**src/rtl/kef_pkg.sv**
```systemverilog
package kef_pkg;
  localparam int KEY_CODE_W = 7;
  localparam int EVENT_W    = KEY_CODE_W + 1;

  typedef struct packed {
    logic                  pressed;
    logic [KEY_CODE_W-1:0] code;
  } key_event_t;

  function automatic logic [EVENT_W-1:0] pack_event(input logic [KEY_CODE_W-1:0] code,
                                                    input logic pressed);
    key_event_t ev;
    ev.pressed = pressed;
    ev.code    = code;
    return ev;
  endfunction
endpackage

```
**src/rtl/kef_ram.sv**
```systemverilog
module kef_ram #(
  parameter int AW = 4,
  parameter int DW = 8
) (
  input  logic          clk,
  input  logic          we,
  input  logic [AW-1:0] waddr,
  input  logic [DW-1:0] wdata,
  input  logic          re,
  input  logic [AW-1:0] raddr,
  output logic [DW-1:0] rdata
);
  localparam int WORDS = 1 << AW;

  logic [DW-1:0] mem [WORDS];

  always_ff @(posedge clk) begin
    if (we) mem[waddr] <= wdata;
  end

  always_ff @(posedge clk) begin
    if (re) rdata <= mem[raddr];
  end
endmodule

```
**src/rtl/kef_ctrl.sv**
```systemverilog
module kef_ctrl #(
  parameter int DEPTH_LOG2 = 4,
  parameter int IDX_W      = 8
) (
  input  logic                  clk,
  input  logic                  rst,
  input  logic                  clear_i,
  input  logic                  push_i,
  input  logic                  ovf_latched_i,
  input  logic                  rd_pop_i,
  input  logic                  rd_peek_i,
  input  logic [IDX_W-1:0]      rd_peek_idx_i,
  output logic [DEPTH_LOG2-1:0] head_o,
  output logic [DEPTH_LOG2:0]   count_o,
  output logic                  we_o,
  output logic [DEPTH_LOG2-1:0] waddr_o,
  output logic                  re_o,
  output logic [DEPTH_LOG2-1:0] raddr_o,
  output logic                  rd_req_o,
  output logic                  rd_hit_o,
  output logic                  kp_irq_o,
  output logic                  ovf_err_o
);
  localparam int DEPTH = 1 << DEPTH_LOG2;
  localparam int CNT_W = DEPTH_LOG2 + 1;

  logic [DEPTH_LOG2-1:0] head_q;
  logic [CNT_W-1:0]      count_q;
  logic                  full;
  logic                  push_live;
  logic                  push_acc;
  logic                  push_ovf;
  logic                  pop_acc;
  logic                  peek_sel;
  logic                  peek_hit;
  logic [IDX_W-1:0]      count_ext;

  assign full      = (count_q == CNT_W'(DEPTH));
  assign push_live = push_i && !ovf_latched_i && !clear_i;
  assign push_acc  = push_live && !full;
  assign push_ovf  = push_live && full;
  assign pop_acc   = rd_pop_i && !clear_i && (count_q > CNT_W'(1));
  assign peek_sel  = rd_peek_i && !rd_pop_i && !clear_i;
  assign count_ext = IDX_W'(count_q);
  assign peek_hit  = peek_sel && (rd_peek_idx_i < count_ext);

  assign we_o     = push_acc;
  assign waddr_o  = head_q + count_q[DEPTH_LOG2-1:0];
  assign raddr_o  = rd_pop_i ? head_q + DEPTH_LOG2'(1)
                             : head_q + rd_peek_idx_i[DEPTH_LOG2-1:0];
  assign re_o     = pop_acc || peek_hit;
  assign rd_req_o = rd_pop_i || rd_peek_i;
  assign rd_hit_o = pop_acc || peek_hit;

  always_ff @(posedge clk) begin
    if (rst || clear_i) begin
      head_q  <= '0;
      count_q <= '0;
    end else begin
      head_q  <= head_q + DEPTH_LOG2'(pop_acc);
      count_q <= count_q + CNT_W'(push_acc) - CNT_W'(pop_acc);
    end
  end

  always_ff @(posedge clk) begin
    if (rst) begin
      kp_irq_o  <= 1'b0;
      ovf_err_o <= 1'b0;
    end else begin
      kp_irq_o  <= push_acc;
      ovf_err_o <= push_ovf;
    end
  end

  assign head_o  = head_q;
  assign count_o = count_q;
endmodule

```
**src/rtl/kef_rdout.sv**
```systemverilog
module kef_rdout #(
  parameter int DW = 8
) (
  input  logic          clk,
  input  logic          rst,
  input  logic          rd_req_i,
  input  logic          rd_hit_i,
  input  logic [DW-1:0] ram_q_i,
  output logic          rd_valid_o,
  output logic [DW-1:0] rd_data_o
);
  logic vld_q;
  logic zero_q;

  always_ff @(posedge clk) begin
    if (rst) begin
      vld_q  <= 1'b0;
      zero_q <= 1'b1;
    end else begin
      vld_q  <= rd_req_i;
      zero_q <= !rd_hit_i;
    end
  end

  assign rd_valid_o = vld_q;
  assign rd_data_o  = zero_q ? '0 : ram_q_i;
endmodule

```
**src/rtl/keypad_event_fifo.sv**
```systemverilog
module keypad_event_fifo
  import kef_pkg::*;
#(
  parameter int DEPTH_LOG2 = 4,
  parameter int IDX_W      = 8
) (
  input  logic                  clk,
  input  logic                  rst,
  input  logic                  clear_i,
  input  logic                  push_i,
  input  logic [KEY_CODE_W-1:0] push_code_i,
  input  logic                  push_pressed_i,
  input  logic                  ovf_latched_i,
  input  logic                  rd_pop_i,
  input  logic                  rd_peek_i,
  input  logic [IDX_W-1:0]      rd_peek_idx_i,
  output logic                  rd_valid_o,
  output logic [EVENT_W-1:0]    rd_data_o,
  output logic                  kp_irq_o,
  output logic                  ovf_err_o
);
  logic [DEPTH_LOG2-1:0] head_w;
  logic [DEPTH_LOG2:0]   count_w;
  logic                  we_w;
  logic                  re_w;
  logic [DEPTH_LOG2-1:0] waddr_w;
  logic [DEPTH_LOG2-1:0] raddr_w;
  logic                  rd_req_w;
  logic                  rd_hit_w;
  logic [EVENT_W-1:0]    wdata_w;
  logic [EVENT_W-1:0]    ram_q_w;

  assign wdata_w = pack_event(push_code_i, push_pressed_i);

  kef_ctrl #(.DEPTH_LOG2(DEPTH_LOG2), .IDX_W(IDX_W)) u_ctrl (
    .clk(clk), .rst(rst), .clear_i(clear_i), .push_i(push_i),
    .ovf_latched_i(ovf_latched_i), .rd_pop_i(rd_pop_i), .rd_peek_i(rd_peek_i),
    .rd_peek_idx_i(rd_peek_idx_i), .head_o(head_w), .count_o(count_w),
    .we_o(we_w), .waddr_o(waddr_w), .re_o(re_w), .raddr_o(raddr_w),
    .rd_req_o(rd_req_w), .rd_hit_o(rd_hit_w), .kp_irq_o(kp_irq_o),
    .ovf_err_o(ovf_err_o)
  );

  kef_ram #(.AW(DEPTH_LOG2), .DW(EVENT_W)) u_ram (
    .clk(clk), .we(we_w), .waddr(waddr_w), .wdata(wdata_w),
    .re(re_w), .raddr(raddr_w), .rdata(ram_q_w)
  );

  kef_rdout #(.DW(EVENT_W)) u_rdout (
    .clk(clk), .rst(rst), .rd_req_i(rd_req_w), .rd_hit_i(rd_hit_w),
    .ram_q_i(ram_q_w), .rd_valid_o(rd_valid_o), .rd_data_o(rd_data_o)
  );
endmodule

```
**config.mk**
```make
export PLATFORM = sky130hd
export DESIGN_NAME = keypad_event_fifo
export DESIGN_NICKNAME = d
export VERILOG_FILES = /design/src/rtl/kef_pkg.sv /design/src/rtl/kef_ram.sv /design/src/rtl/kef_ctrl.sv /design/src/rtl/kef_rdout.sv /design/src/rtl/keypad_event_fifo.sv
export SDC_FILE = /design/constraint.sdc
export NUM_CORES = 1
export LEC_CHECK = 0
export ABC_AREA = 1
export BUFFER_PORTS_ARGS = -buffer_cell sky130_fd_sc_hd__buf_2
export CAP_MARGIN = 0
export CORE_MARGIN = 2
export CORE_UTILIZATION = 50
export DETAILED_ROUTE_END_ITERATION = 10
export PLACE_DENSITY = 0.67
export SLEW_MARGIN = 20
export SYNTH_ARGS = -nofsm -noshare
export SYNTH_HDL_FRONTEND = slang
export SYNTH_SLANG_ARGS = --single-unit
```
**constraint.sdc**
```tcl
create_clock -name clk -period 7 [get_ports clk]
set_clock_uncertainty 0.15 [all_clocks]
set_input_delay 1.05 -clock clk [delete_from_list [all_inputs] [get_ports clk]]
set_output_delay 1.05 -clock clk [all_outputs]
set_load 0.02 [all_outputs]
```
==> results.cfg, run 1 <==
[setup_path]
arrival_ps = 3810
critPathLaunch = rd_pop_i
cp-end-kind = register
worstSetupStartpointType = input pin
path_class = input pin to register
rrSetupSlack_ps = 3750
worstReg2RegStart = u_ctrl.head_o[1]$_SDFF_PP0_
crit_fanout = 27
reg2reg_to = u_ram.rdata[6]$_DFFE_PN_
cp_data_required_time_ps = 7140
crit_end = u_ram.rdata[6]$_DFFE_PN_
r2r_cells = 11

[synth]
yosys.cell_types.count = 26
synthTopCellsByArea = edfxtp_1 61%, nor2_1 9.2%, nand2_1 8.3%
synthCells = 657
synth_seq_cells = 149
synth_top_area_cell = edfxtp_1
syn-cell-area_sq_mm = 0.006703
synth-seq-area-share = 0.6481
yosysTopAreaCellShare = 0.6093
syn-num-nets = 704
syn_area_per_cell_sq_um = 10.20
yosysWarnings = 0

[power]
vdd_drop_max_mv = 0.1611
powerDensity_mw_per_mm2 = 285.6
p_leak_nw = 3.066
power_mw = 2.179

[placed_design]
gp_congestion = 0.8345
dp.cells = 845
port_buffers = 33
dp_hpwl_um = 9450

[sta]
rsz0062_at_grt = false
slew_headroom = 0.3644
slew_violations = 0
fmax_mhz = 272.6
finalSetupViolCount = 0
post-route-period-util = 0.5241
hold_ws_ps = 365.1
hold_viol = 0
tightestPinTransition_ps = 952.0
fin_crit_ps = 3669
fin_tns_setup_ps = 0

[clocking]
clkSinkCount = 149
clock_latency_ps = 430
cts_hold_buf = 0
htreeDepth = 4
ctsResizeCount = 0
clockBufferDepth = 2
clk_pin_slew_worst_paths_ps = 60
cts_tree = done
cts_setup_buffers = 0
cts-root-buf = clkbuf_16
cts_made_buffers = 17

[min_path]
hold_path_class = register to register
min_from = u_ctrl.count_o[4]$_SDFF_PP0_

[grt]
grt_pass1_vias = 4433
grt_overflow = 0
antenna_found_initial = 0
track_usage = 0.2171
grt_first_pass_wirelength_um = 23290
grt_max_degree = 74

[final_layout]
regArea_sq_mm = 0.004344
finalNonFillerCells = 877
diodes = 0
fin_nets = 735
layout_common_cells = 164 x nor2_1, 148 x nand2_1, 136 x edfxtp_1
drive_gt1_frac = 0.1084
area_delta_synth_final_pct = 13.81
fillCellCount = 1119
final_common_cell = nor2_1
multiInputGateArea_sq_mm = 0.002019

[drt]
wl_per_cell_um = 16.49
dr.pass1.iters = 6
ant_nets = 0
drt_iter0_drc = 542
via_count = 4542
drc = 0
routed_wl_um = 14460
viasPerCell = 5.179

[floorplanning]
initial_core_util = 0.5082
io_pins = 34
die_y_um = 119.8
core_area_sq_mm = 0.01319
die-area_sq_mm = 0.01435
rows = 42
chipWidth_um = 119.8

[run]
maxCapViolCount = 0

[outcome]
status = completed
-- flip-flops by register name, indices dropped and copies added (netlist names) --
register and cells:
u_ram.mem 128, u_ram.rdata 8, u_ctrl.count_o 5, u_ctrl.head_o 4, u_ctrl.kp_irq_o 1, u_ctrl.ovf_err_o 1, u_rdout.rd_valid_o 1, u_rdout.zero_q 1
-- kinds of logic (layout without fill, tap and decap cells) --
kind of cell / Yosys count / in the layout / share of synthesized area
AO/OA/AOI/OAI: 71 / 71 / 0.05301
buffers and inverters: 78 / 122 / 0.05096
AND/OR/NAND/NOR: 330 / 330 / 0.1904
adder cells (fa/ha/maj): 24 / 24 / 0.04816
flip-flops: 149 / 149 / 0.6481
XOR/XNOR: 5 / 5 / 0.009335
-- worst max-delay path: stages --
cell     delay (ps)
buf_2           130
inv_2            60
nand2_1          60
ha_2            150
inv_1            50
fa_1           1120
buf_4           370
inv_2           220
nor2_1          180
o21ai_1          90
nand2_1         100
nand2_1          50
nand2_1          70
nand2_1          50
nand2_1          60
-- metrics by stage --
| stage | util | cell area (sq um) | setup WS (ps) |
|---|---|---|---|
| finish | 0.5784 | 7629 | 3331 |
| global route | 0.5784 | 7629 | 3043 |
| CTS | 0.5784 | 7629 | 3325 |
| detailed placement | 0.5286 | 6973 | 2892 |
| global placement | 0.5286 | 6973 | 2944 |
| floorplan | - | 6703 | 4007 |
-- cell usage after synthesis --
library cell,count
nor2_1,164
nand2_1,148
edfxtp_1,136
inv_1,51
o21ai_1,40
o21ai_0,26
ha_1,21
dfxtp_1,13
buf_2,10
clkbuf_1,7
nand3_1,6
a21oi_1,5
nand4_1,4
nor3_1,4
buf_4,3
buf_6,3
fa_1,3
inv_2,3
xnor2_1,2
xor2_1,2
and3_1,1
inv_4,1
nand2_2,1
nand2_4,1
or2_2,1
xor2_4,1
-- worst min-delay path by stage --
stage | to | depth (start not counted)
6_report | u_ctrl.ovf_err_o$_SDFF_PP0_ | 2
5_1_grt | u_ctrl.ovf_err_o$_SDFF_PP0_ | 2
3_5_place_dp | u_ctrl.ovf_err_o$_SDFF_PP0_ | 2
4_1_cts | u_ctrl.ovf_err_o$_SDFF_PP0_ | 2
3_3_place_gp | u_ctrl.ovf_err_o$_SDFF_PP0_ | 2
2_1_floorplan | u_ctrl.ovf_err_o$_SDFF_PP0_ | 2
-- layout make-up --
cell class	count	share of cell area
sequential	149	0.5695
timing repair buffer	35	0.02362
inverter	55	0.02739
clock buffer	19	0.05937
clock inverter	13	0.02657
tap	176	0.02887
multi-input combinational	430	0.2647
-- report_power, final --
group | internal, mW | switching [mW]
clock | 0.650 | 0.352
combinational | 0.0583 | 0.130
sequential | 0.984 | 0.00524
-- routing by layer --
layer	global-route usage	vias to the layer above	wire length (um)
met5	0	-	0
met4	0.07426	0	114
met3	0.04230	12	888
met2	0.3479	167	7029
met1	0.2993	2145	6428
li1	-	2218	-
(Power assumes the default switching activity.)
==> run 2: changes to the inputs <==
Clock period 7 ns to 3.5 ns, I/O delays scaled along.
==> run 2 against run 1 <==
Flip-flop and latch count unchanged; cell count increased by 0.34%; combinational power increased by 100%; via count increased by 1.1%; critical endpoint is now u_ctrl.count_o[4]$_SDFF_PP0_; highest routed layer unchanged.
==> results.cfg, run 2 (synthesis gave the netlist of run 1 again) <==
[clocking]
clockBufferDepth = 2
clkSinkCount = 149
cts_made_buffers = 17
cts-root-buf = clkbuf_16
cts_hold_buf = 0
clk_pin_slew_worst_paths_ps = 60
htreeDepth = 4
ctsResizeCount = 0
cts_setup_buffers = 0
clock_latency_ps = 420
cts_tree = done

[outcome]
status = completed

[drt]
via_count = 4594
viasPerCell = 5.220
drc = 0
wl_per_cell_um = 16.26
ant_nets = 0
drt_iter0_drc = 475
routed_wl_um = 14310
dr.pass1.iters = 5

[final_layout]
area_delta_synth_final_pct = 13.61
fin_area_sq_mm = 0.007615
diodes = 0
fillCellCount = 1122
fin_nets = 738
largest_reg_flops = 128
postLayoutCoreUtil = 0.5773
layout_common_cells = 164 x nor2_1, 148 x nand2_1, 136 x edfxtp_1
top_register = u_ram.mem
drive_gt1_frac = 0.1065
final_common_cell = nor2_1

[setup_path]
crit_chain = inv_1, ha_1, nand2_1, nand2_1, nand2_1, nand4_1, inv_1, ha_1, inv_1, ha_1, fa_1, nand2_1, nand2_1, nand2_1, and3_1, nor3_1
max_stage_delay_ps = 390
worstReg2RegStart = u_ctrl.count_o[1]$_SDFF_PP0_
reg2reg_to = u_ctrl.count_o[4]$_SDFF_PP0_
rrSetupSlack_ps = 780
crit_fanout = 6
cpMostUsedCell = nand2_1
critPathTopFamily = adder cells
worstSetupStartpointType = register
critical_path_buf_inv_count = 3
cp-end-kind = register
r2r_cells = 16
cp_slowest_cell = fa_1
cp_data_required_time_ps = 3650
path_class = register to register
arrival_ps = 2870

[sta]
slew_headroom = 0.3671
rsz0062_at_grt = false
fmax_mhz = 368.0
slew_violations = 0
hold_ws_ps = 176.1
hold_viol = 0
tightestPinTransition_ps = 948.0
fin_crit_ps = 2718
finalSetupViolCount = 0
post-route-period-util = 0.7765
fin_tns_setup_ps = 0

[power]
p_leak_nw = 3.063
vdd_drop_max_mv = 0.3176
power_mw = 4.260
powerDensity_mw_per_mm2 = 559.4

[min_path]
min_path_cells = 2
min_from = rst
hold-path-endpoint = u_rdout.rd_valid_o$_SDFF_PP0_
hold_path_class = input pin to register

[grt]
grt_first_pass_wirelength_um = 23160
track_usage = 0.2151
grt_max_degree = 73
antenna_found_initial = 0
grt_overflow = 0
grt_pass1_vias = 4521

[floorplanning]
io_pins = 34
die_y_um = 119.8
core_area_sq_mm = 0.01319
die-area_sq_mm = 0.01435
initial_core_util = 0.5082
rows = 42
chipWidth_um = 119.8

[placed_design]
gp_congestion = 0.8890
port_buffers = 33
placed_area_sq_mm = 0.006995
dp_hpwl_um = 9702

[run]
maxCapViolCount = 0
[run 2: changes by cell type in the layout (fill, tap and decap cells not counted), sizes merged]
cell      before  now
clkinvlp       2    1
bufinv         5    4
clkinv         5    3
buf           35   38
clkbuf        19   23
[run 2: report_power, final]
| group | leakage (nW) | internal, mW | total (mW) | switching, mW |
|---|---|---|---|---|
| sequential | 1.33 | 1.97 | 1.98 | 0.00945 |
| combinational | 1.43 | 0.119 | 0.385 | 0.265 |
| clock | 0.302 | 1.23 | 1.90 | 0.669 |
[run 2: worst max path at each step]
stage / start / endpoint / slack, ps / depth (start not counted)
3_3_place_gp: rd_pop_i / u_ram.rdata[3]$_DFFE_PN_ / 650 / 14
3_5_place_dp: rd_pop_i / u_ram.rdata[3]$_DFFE_PN_ / 620 / 14
2_1_floorplan: rd_peek_idx_i[0] / u_ram.rdata[3]$_DFFE_PN_ / 1030 / 14
6_report: u_ctrl.count_o[1]$_SDFF_PP0_ / u_ctrl.count_o[4]$_SDFF_PP0_ / 780 / 16
4_1_cts: u_ctrl.count_o[1]$_SDFF_PP0_ / u_ctrl.count_o[4]$_SDFF_PP0_ / 780 / 16
5_1_grt: u_ctrl.count_o[1]$_SDFF_PP0_ / u_ctrl.count_o[4]$_SDFF_PP0_ / 540 / 16
[run 2: final cells by class]
class | instances | area, sq um | area share
Sequential cell | 149 | 4344 | 0.5705
Multi-Input combinational cell | 430 | 2019 | 0.2652
Tap cell | 176 | 220.2 | 0.02892
Clock buffer | 23 | 467.9 | 0.06145
Inverter | 55 | 209.0 | 0.02744
Timing Repair Buffer | 38 | 202.7 | 0.02662
Clock inverter | 9 | 151.4 | 0.01988
[run 2: layer usage]
| metal | up-vias | track usage | routed length, um |
|---|---|---|---|
| met2 | 164 | 0.3518 | 6966 |
| li1 | 2228 | - | - |
| met3 | 19 | 0.04135 | 903 |
| met1 | 2183 | 0.2842 | 6234 |
| met5 | - | 0 | 0 |
| met4 | 0 | 0.08750 | 201 |
[run 2: through the flow]
stage,setup WS [ps],cells
after floorplan,1032,657
after global placement,649.4,848
after detailed placement,621.2,848
after CTS,784.4,880
after global routing,535.1,880
final,782.3,880
==> run 3: changes to the inputs <==
Settings changed: ABC_AREA 1 to 0, PLACE_DENSITY 0.67 to 0.7.
Clock period 3.5 ns to 2.3 ns, I/O delays scaled along.
==> run 3 against run 2 <==
Setup slack got worse by 1100 ps; power increased by 54%; register-to-register slack got worse by 1100 ps; final area increased by 15%; combinational power increased by 140%; largest power group unchanged; the flow now finishes with violations (negative setup slack); sequential share of layout area decreased by 7.3 points; global-route usage about the same; die area decreased by 2.5%; critical path depth decreased by 7.
==> results.cfg, run 3 <==
[final_layout]
top_register = u_ram.mem
fin_area_sq_mm = 0.008757
fin_nets = 612
largest_reg_flops = 128
diodes = 0
drive_gt1_frac = 0.3744
layout_common_cells = 136 x edfxtp_1, 66 x mux2i_1, 65 x nand3_1
area_delta_synth_final_pct = 34.08
final_common_cell = edfxtp_1

[synth]
ys_top_cells_by_count = 136 x edfxtp_1, 72 x mux2i_1, 66 x nand3_1
synthCells = 448
syn-cell-area_sq_mm = 0.006531
syn-num-nets = 495
synth.most_common_cell = edfxtp_1
synth-seq-area-share = 0.6651
syn_area_per_cell_sq_um = 14.58
yosysWarnings = 0
dominantRegCellSynth = edfxtp_1
synth_edf_count = 136
synthArstFlopShare = 0
synth_seq_cells = 149
yosysTopAreaCellShare = 0.6253
synthTopCellsByArea = edfxtp_1 63%, mux2i_1 11%, nand3_1 5.1%
synth_top_area_cell = edfxtp_1
yosys.cell_types.count = 36

[power]
powerDensity_mw_per_mm2 = 750.1
vdd_drop_max_mv = 0.5020
p_leak_nw = 3.409

[drt]
routed_wl_um = 15300
via_count = 4154
dr.pass1.iters = 4
wl_per_cell_um = 20.43
viasPerCell = 5.546
drt_iter0_drc = 343
drc = 0
ant_nets = 0

[grt]
grt_pass1_vias = 4166
track_usage = 0.2147
grt_first_pass_wirelength_um = 22380
antenna_found_initial = 0
grt_max_degree = 33
grt_overflow = 0

[sta]
finalSetupViolCount = 138
tightestPinTransition_ps = 864.6
hold_viol = 0
post-route-period-util = 1.137
hold_ws_ps = 95.92
slew_violations = 0
setup_slack_ps = -314.9
fmax_mhz = 382.4
rsz0062_at_grt = true
fin_crit_ps = 2615
slew_headroom = 0.4207

[floorplanning]
die_y_um = 118.3
die-area_sq_mm = 0.01399
io_pins = 34
initial_core_util = 0.5155
rows = 41
chipWidth_um = 118.3
core_area_sq_mm = 0.01267

[setup_path]
crit_fanout = 8
arrival_ps = 2610
cp-end-kind = register
cp_data_required_time_ps = 2290
path_class = register to register
worstSetupStartpointType = register

[placed_design]
dp_hpwl_um = 8927
port_buffers = 33
gp_congestion = 0.7687
placed_area_sq_mm = 0.007411

[run]
maxCapViolCount = 0

[outcome]
status = finished with violations
failed_checks = negative setup slack

[clocking]
clockBufferDepth = 2
cts_tree = done
clkSinkCount = 149
htreeDepth = 4
clk_pin_slew_worst_paths_ps = 60
cts_made_buffers = 17
cts-root-buf = clkbuf_16
clock_latency_ps = 420

[min_path]
hold_path_class = input pin to register
[run 3: cell types whose count changed after synthesis, moves of 14 or more]
cell | previous run | this run
inv_1 | 51 | 13
o21ai_0 | 26 | 3
nor3_1 | 4 | 18
nor2_1 | 164 | 7
o21ai_1 | 40 | 0
nand3_1 | 6 | 66
nand2_1 | 148 | 1
mux2i_1 | 0 | 72
[run 3: area by class of cell]
class / instances / area [sq um]
Tap cell: 172 / 215.2
Clock inverter: 14 / 138.9
Timing Repair Buffer: 119 / 1097
Fill cell: 847 / 3914
Clock buffer: 17 / 425.4
Inverter: 13 / 58.81
Sequential cell: 149 / 4355
Multi-Input combinational cell: 265 / 2466
[run 3: repair_timing]
item	in CTS	in global routing
cloned	3	1
resized for setup	42	53
endpoints found under the setup margin	140	143
hold buffers	3	0
endpoints found under the hold margin	2	0
setup buffers	16	11
pin swaps	20	20
[run 3: per-stage QoR]
stage                     setup slack, ps  total power [mW]  setup TNS (ps)    util  cells
after floorplan                    -220.7             3.487          -20260       -    448
final                              -314.9             6.569          -14950  0.6911    749
after detailed placement           -650.0             3.739          -33880  0.5849    685
after global routing               -378.6             6.784          -23910  0.6911    749
after CTS                          -294.4             6.485           -7138  0.6622    738
after global placement             -618.8             3.718          -28470  0.5849    685
[run 3: where the power goes]
| part | total (mW) | internal [mW] | switching (mW) |
|---|---|---|---|
| registers | 3.02 | 3.00 | 0.0187 |
| logic | 0.918 | 0.450 | 0.468 |
| clock network | 2.64 | 1.58 | 1.06 |
[run 3: logic make-up (layout without fill, tap and decap cells)]
logic type                 Yosys count  count (layout)  share of synthesized area
DFF                                149             149                     0.6651
and+or+nand+nor                    139             139                     0.1192
muxes                               72              72                     0.1103
buffers and inverters               34             163                    0.02088
adders and majority gates           24              24                    0.04943
AOI/OAI and AO/OA                   17              17                    0.01647
xor gates and xnor gates            13              13                    0.01858
[run 3: worst max-delay path, stage by stage (launching register included)]
cell,delay (ps)
dfxtp_2,350
ha_4,140
inv_2,40
fa_4,860
buf_12,150
buf_16,140
mux2i_2,230
nand3_1,100
nand4_1,100
mux2i_1,80
[run 3: worst paths after layout]
| kind | from | endpoint | slack (ps) | cells past startpoint |
|---|---|---|---|---|
| setup / recovery | u_ctrl.head_o[0]$_SDFF_PP0_ | u_ram.rdata[2]$_DFFE_PN_ | -310 | 9 |
| hold / removal | clear_i | u_ctrl.ovf_err_o$_SDFF_PP0_ | 100 | 3 |
| setup reg to reg | u_ctrl.head_o[0]$_SDFF_PP0_ | u_ram.rdata[2]$_DFFE_PN_ | -310 | 9 |
| hold reg to reg | u_ctrl.head_o[3]$_SDFF_PP0_ | u_ctrl.head_o[3]$_SDFF_PP0_ | 440 | 2 |
[run 3: per-layer routing]
metal	global-route usage	vias to the layer above	wire length [um]
met3	0.04102	28	625
met2	0.3634	109	8044
met5	0	-	0
met4	0.09187	0	333
li1	-	1953	-
met1	0.2699	2064	6296
